File: config.mk
export PLATFORM = sky130hd
export DESIGN_NAME = fifo_line_status
export DESIGN_NICKNAME = d
export VERILOG_FILES = /design/src/rtl/fifo_line_status.sv
export SDC_FILE = /design/constraint.sdc
export NUM_CORES = 1
export LEC_CHECK = 0
export ABC_AREA = 1
export BUFFER_PORTS_ARGS = -buffer_cell sky130_fd_sc_hd__clkbuf_2
export CAP_MARGIN = 20
export CORE_ASPECT_RATIO = 0.9
export CORE_MARGIN = 3
export CORE_UTILIZATION = 38
export DETAILED_ROUTE_END_ITERATION = 12
export MAX_ROUTING_LAYER = met4
export PLACE_DENSITY = 0.84
export SYNTH_ARGS = -nofsm -noshare
export SYNTH_HDL_FRONTEND = slang
export SYNTH_SLANG_ARGS = --single-unit
File: constraint.sdc
create_clock -name clk -period 3.9 [get_ports clk]
set_input_delay 0.585 -clock clk [delete_from_list [all_inputs] [get_ports clk]]
set_output_delay 0.585 -clock clk [all_outputs]
set_load 0.02 [all_outputs]
File: src/rtl/fifo_line_status.sv
module fifo_line_status #(
  parameter int DEPTH = 16,
  localparam int CW = $clog2(DEPTH + 1)
) (
  input  logic          clk,
  input  logic          rst_n,
  input  logic          fifo_en,
  input  logic          ier_rx,
  input  logic          ier_tx,
  input  logic          ier_ls,
  input  logic [CW-1:0] rx_count,
  input  logic          rx_push,
  input  logic [2:0]    rx_push_err,
  input  logic          rx_pop,
  input  logic [2:0]    rx_head_err,
  input  logic          rx_overrun,
  input  logic          rx_trig,
  input  logic          rx_timeout,
  input  logic          tx_fifo_empty,
  input  logic          tx_shift_empty,
  input  logic          thre_req,
  input  logic          lsr_rd,
  output logic [7:0]    lsr,
  output logic [7:0]    iir,
  output logic          irq
);

  logic [CW-1:0] err_cnt;
  logic          ovr;
  logic [3:0]    code;

  wire dr     = rx_count != '0;
  wire inc    = rx_push && (|rx_push_err);
  wire dec    = rx_pop && (|rx_head_err) && (err_cnt != '0);
  wire ls_err = ovr || (dr && (|rx_head_err));

  always_ff @(posedge clk or negedge rst_n)
    if (!rst_n)       err_cnt <= '0;
    else if (!fifo_en) err_cnt <= '0;
    else               err_cnt <= err_cnt + CW'(inc) - CW'(dec);

  always_ff @(posedge clk or negedge rst_n)
    if (!rst_n)          ovr <= 1'b0;
    else if (rx_overrun) ovr <= 1'b1;
    else if (lsr_rd)     ovr <= 1'b0;

  always_comb begin
    code = 4'h1;
    if (ier_tx && thre_req) code = 4'h2;
    if (ier_rx) begin
      if (fifo_en) begin
        if (rx_timeout) code = 4'hC;
        if (rx_trig)    code = 4'h4;
      end else if (dr) begin
        code = 4'h4;
      end
    end
    if (ier_ls && ls_err) code = 4'h6;
  end

  assign lsr = {fifo_en && (err_cnt != '0), tx_fifo_empty && tx_shift_empty,
                tx_fifo_empty, dr ? rx_head_err : 3'b000, ovr, dr};
  assign iir = {fifo_en, fifo_en, 2'b00, code};
  assign irq = !code[0];

  a_r3_cnt_bound: assert property (@(posedge clk) disable iff (!rst_n)
    err_cnt <= CW'(DEPTH));
  a_r3_err_set: assert property (@(posedge clk) disable iff (!rst_n)
    fifo_en && inc |=> !fifo_en || lsr[7]);
  a_r3_disabled: assert property (@(posedge clk) disable iff (!rst_n)
    !fifo_en |=> !fifo_en || !lsr[7] || $past(inc));
  a_r5_ovr_set: assert property (@(posedge clk) disable iff (!rst_n)
    rx_overrun |=> lsr[1]);
  a_r5_ovr_clr: assert property (@(posedge clk) disable iff (!rst_n)
    lsr_rd && !rx_overrun |=> !lsr[1]);
  a_r6_ls_top: assert property (@(posedge clk) disable iff (!rst_n)
    ier_ls && lsr[1] |-> iir[3:0] == 4'h6);
  a_r10_polled: assert property (@(posedge clk) disable iff (!rst_n)
    !ier_rx |-> iir[3:0] != 4'h4 && iir[3:0] != 4'hC);
  a_r9_irq: assert property (@(posedge clk) disable iff (!rst_n)
    !ier_rx && !ier_tx && !ier_ls |-> !irq);

endmodule

### Word-level counts from Yosys, hierarchy flattened

Cells that the tools add are included.

* muxes and demuxes: 11
* reduce and logical (&&, ||, !) cells: 15
* $add $sub $neg: 2

Operators with widths (number)
* $mux W4: 6
* $reduce_bool A5 Y1: 2
* $logic_and A1 B1 Y1: 8
* $reduce_or A3 Y1: 2
* $add A5 B1 Y5: 1
* $mux W5: 1
* $sub A5 B1 Y5: 1
* $mux W3: 1
* $mux W1: 2
* $mux W2: 1
* $reduce_bool A2 Y1: 1
* $logic_not A1 Y1: 1
* $logic_or A1 B1 Y1: 1

* output and inout port bits: 17
* flip-flop bits (word level): 6

### Logic depth before layout (Yosys ltp)

* depth after elaboration: 8
* gate-level depth with buffers: 16
* mapped depth without buffers: 16

### Least setup slack after synthesis

OpenSTA, ideal clock, no wires.

* kind: register -> register
* from: register err_cnt[3]
* to: register err_cnt[4]
* path slack: 1.593 ns
* period minus slack after synthesis: 2.307 ns
* setup time: 0.117 ns
* cell stages (with the launch flop): 16
* data arrival time: 2.190 ns
* cells stage by stage: dfrtp_1 > inv_1 > ha_1 > nor4b_1 > nor2_1 > ha_1 > inv_1 > ha_1 > inv_1 > fa_1 > inv_1 > nand2_1 > a21oi_1 > nor2_1 > nor2_1 > nor2_1

* cells in the longest elaborated chain, start to end: 4

RTL lines
* start, declared: RTL line 28 `logic [CW-1:0] err_cnt;`
* start signal, assigned: RTL line 40 `else err_cnt <= err_cnt + CW'(inc) - CW'(dec);`
* branches (longest 2 deep; another with $add A5 B1 Y5)
* $sub A5 B1 Y5 *: RTL line 40
* $mux W5 *: RTL line 39 `else if (!fifo_en) err_cnt <= '0;`

Every way passes the cells marked *.
A chain may end at the register's enable or synchronous reset.

### Worst setup path in the final report

* from: register err_cnt[2]
* to: register err_cnt[4]

Same word-level chain as after synthesis.

==> impl_metrics.csv <==
group,metric,value,unit
outcome,status,"finished clean",
logic_synthesis,synth_edf_count,0,
setup_path,timing.critical_path.mode_cell,"inv_1",
logic_synthesis,async_flop_share,100,%
placement,routabilityCongestion,0.861,
logic_synthesis,yosysTopAreaCell,"dfrtp_1",
placement,placed_cell_area,810,um2
grt,gr-total-overflow,0,
placement,io_buffers,40,
setup_path,slowest_delay,0.37,ns
timing,post-route-min-period,2.59,ns
run,drv_cap,0,
logic_synthesis,yosysUniqueCellTypes,23,
floorplanning,core-area,1500,um2
finish,fillers,149,
grt,grtUsageTotal,14.9,%
power_and_ir_drop,p_per_area,457,nW/um2
logic_synthesis,synth_seq_cells,6,
grt,antenna_found_initial,0,
detailed_routing,drtPass1Iterations,4,
clock_tree,postCtsHoldBufs,0,
timing,setup_viol,0,
timing,rsz0062_at_grt,"false",
finish,area_growth,31.9,%
clock_tree,path_clk_slew,0.04,ns
timing,whs,0.157,ns
floorplanning,start_util,42.1,%
clock_tree,cts_tree,"built",
setup_path,timing.rr.start,"err_cnt[2]$_DFF_PN0_",
grt,grt_start_max_net_pins,10,
timing,hold_violations,0,
logic_synthesis,synth_warnings,0,
floorplanning,fp.dieH,44.6,um
setup_path,cp.arrival,2.75,ns
floorplanning,die_w,48.9,um
clock_tree,post_cts_buffers,0,
finish,nNetsFinal,160,
detailed_routing,vias,657,
timing,maxSlewViolCount,0,
finish,final_cell_mix,"40 x clkbuf_2, 17 x nand2_1, 16 x inv_1, 11 x nor2_1",
logic_synthesis,synth_ff_type,"dfrtp_1",
timing,skew,0.00691,ns
placement,dp_hpwl,1320,um
detailed_routing,drt-vias-per-instance,4.47,
finish,layout_commonest_cell,"clkbuf_2",
clock_tree,cts_root_buf,"clkbuf_4",
setup_path,cp_max_fo,3,
setup_path,worst_setup_path_end_kind,"flop",
setup_path,path_delay_family,"adder cells",
clock_tree,cts_sinks,6,
setup_path,cp_num_buf_inv,4,
hold_path,hp-class,"in2async",
clock_tree,clk_latency,0.24,ns
clock_tree,clockBufferDepth,2,
grt,grtUsageMet2,27.9,%
placement,dp.cells,144,
setup_path,cp_slowest_cell,"dfrtp_1",
clock_tree,cts_resized,0,
logic_synthesis,seq_area_frac_synth,23.8,%
timing,tns,0,ns
detailed_routing,ant_nets,0,
floorplanning,row_count,13,
finish,fin_area,832,um2
floorplanning,die-area,2180,um2
grt,grtUsageMet3,4.04,%
detailed_routing,drc,0,
setup_path,r2r_setup_slack,1.31,ns
detailed_routing,wl_per_cell,9.70,um
power_and_ir_drop,power_leakage,0.520,nW
setup_path,criticalPathCategory,"reg2reg",
grt,busiest_layer,"met2",
grt,gr-usage-met1,13.6,%
grt,grt_pass1_wl,2390,um
timing,timing.final.crit_share,66.3,%
finish,final_cells,147,
finish,final_util,55.6,%
detailed_routing,totalWireLength,1430,um
timing,clock.fmax,0.387,GHz
logic_synthesis,synth_cells,88,
setup_path,ff2ff_path_depth,16,
clock_tree,cts_buffers,3,
setup_path,cp_cell_sequence,"inv_1 > ha_1 > nor4b_1 > nor2_1 > ha_1 > inv_1 > ha_1 > inv_1 > fa_1 > inv_1 > nand2_1 > a21oi_1 > nor2_1 > nand2_1 > nand2_1 > nor2_1",
logic_synthesis,yosysTopAreaCellShare,23.8,%
logic_synthesis,syn_area,631,um2
finish,layout-drive-gt1-share,43.2,%
floorplanning,io_pins,43,
logic_synthesis,synthTopCellsByArea,"dfrtp_1 24%, ha_1 12%, nand2_1 10%",
setup_path,critPathLaunchType,"flop",
power_and_ir_drop,irDropWorstVdd,289,uV
clock_tree,htree_levels,1,
setup_path,timing.rr.end,"err_cnt[4]$_DFF_PN0_",
grt,grt_pass1_vias,622,
finish,insertedDiodeCount,0,
detailed_routing,drt_iter0_markers,8,
logic_synthesis,synth_area_per_cell,7.17,um2
setup_path,required,4.06,ns
worst max-delay path by stage:
stage,cells past startpoint,slack (ns),to,from
floorplan,15,1.59,err_cnt[4]$_DFF_PN0_,err_cnt[3]$_DFF_PN0_
global placement,16,1.48,err_cnt[4]$_DFF_PN0_,rx_head_err[0]
detailed placement,16,1.33,err_cnt[4]$_DFF_PN0_,err_cnt[3]$_DFF_PN0_
CTS,16,1.31,err_cnt[4]$_DFF_PN0_,err_cnt[2]$_DFF_PN0_
global route,16,1.12,err_cnt[4]$_DFF_PN0_,err_cnt[3]$_DFF_PN0_
finish,16,1.31,err_cnt[4]$_DFF_PN0_,err_cnt[2]$_DFF_PN0_
metrics by stage:
stage | total power [W] | setup WS [ns]
2_1_floorplan | 0.000265 | 1.59
3_3_place_gp | 0.000312 | 1.48
3_5_place_dp | 0.000328 | 1.33
4_1_cts | 0.000387 | 1.31
5_1_grt | 0.000426 | 1.12
6_report | 0.000381 | 1.31
area by class of cell:
cell class	count	area (um2)	share of cell area [%]
multi-input cells	58	364	43.8
clock buffers	3	22.5	2.71
flip-flops and latches	6	150	18.0
inverters	18	67.6	8.12
well taps	22	27.5	3.31
repair buffers	40	200	24.1
Yosys cell counts, drive strengths merged (2+ instances only):
| library cell | number |
|---|---|
| nand2 | 21 |
| a21oi | 3 |
| buf | 7 |
| o21ai | 2 |
| nand3 | 3 |
| ha | 6 |
| dfrtp | 6 |
| inv | 18 |
| nor2 | 14 |
routing by layer:
layer / part of all wire (%) / wire (um)
met4: 0 / 0
met3: 11 / 151
met2: 54 / 773
met1: 35 / 500
met5: 0 / 0
worst reg2reg max path: stages (launching register included):
cell and delay (ns):
dfrtp_1 0.37, inv_1 0.08, ha_1 0.16, nor4b_1 0.35
nor2_1 0.08, ha_1 0.30, inv_1 0.06, ha_1 0.15
inv_1 0.05, fa_1 0.36, inv_1 0.10, nand2_1 0.06
a21oi_1 0.13, nor2_1 0.07, nand2_1 0.06, nand2_1 0.05
nor2_1 0.09
flip-flops by register name, indices dropped and copies added, names as in the netlist:
register	flops
ovr	1
err_cnt	5
power by group:
part / internal, W / switching (W) / total (W)
clock: 0.0000347 / 0.0000205 / 0.0000552
sequential: 0.0000846 / 0.0000160 / 0.000101
combinational: 0.0000900 / 0.000135 / 0.000225
total: 0.000209 / 0.000171 / 0.000381
cells by family after synthesis:
family                     count (synthesis)  synth area share (%)
and+or+nand+nor                           39                  31.0
buffers and inverters                     25                  19.0
AOI/OAI and AO/OA                          9                  9.13
adders and majority gates                  7                  15.1
DFF                                        6                  23.8
xor gates and xnor gates                   1                  1.39
other                                      1                 0.595
Note: power is estimated with default switching activity, not from simulation.
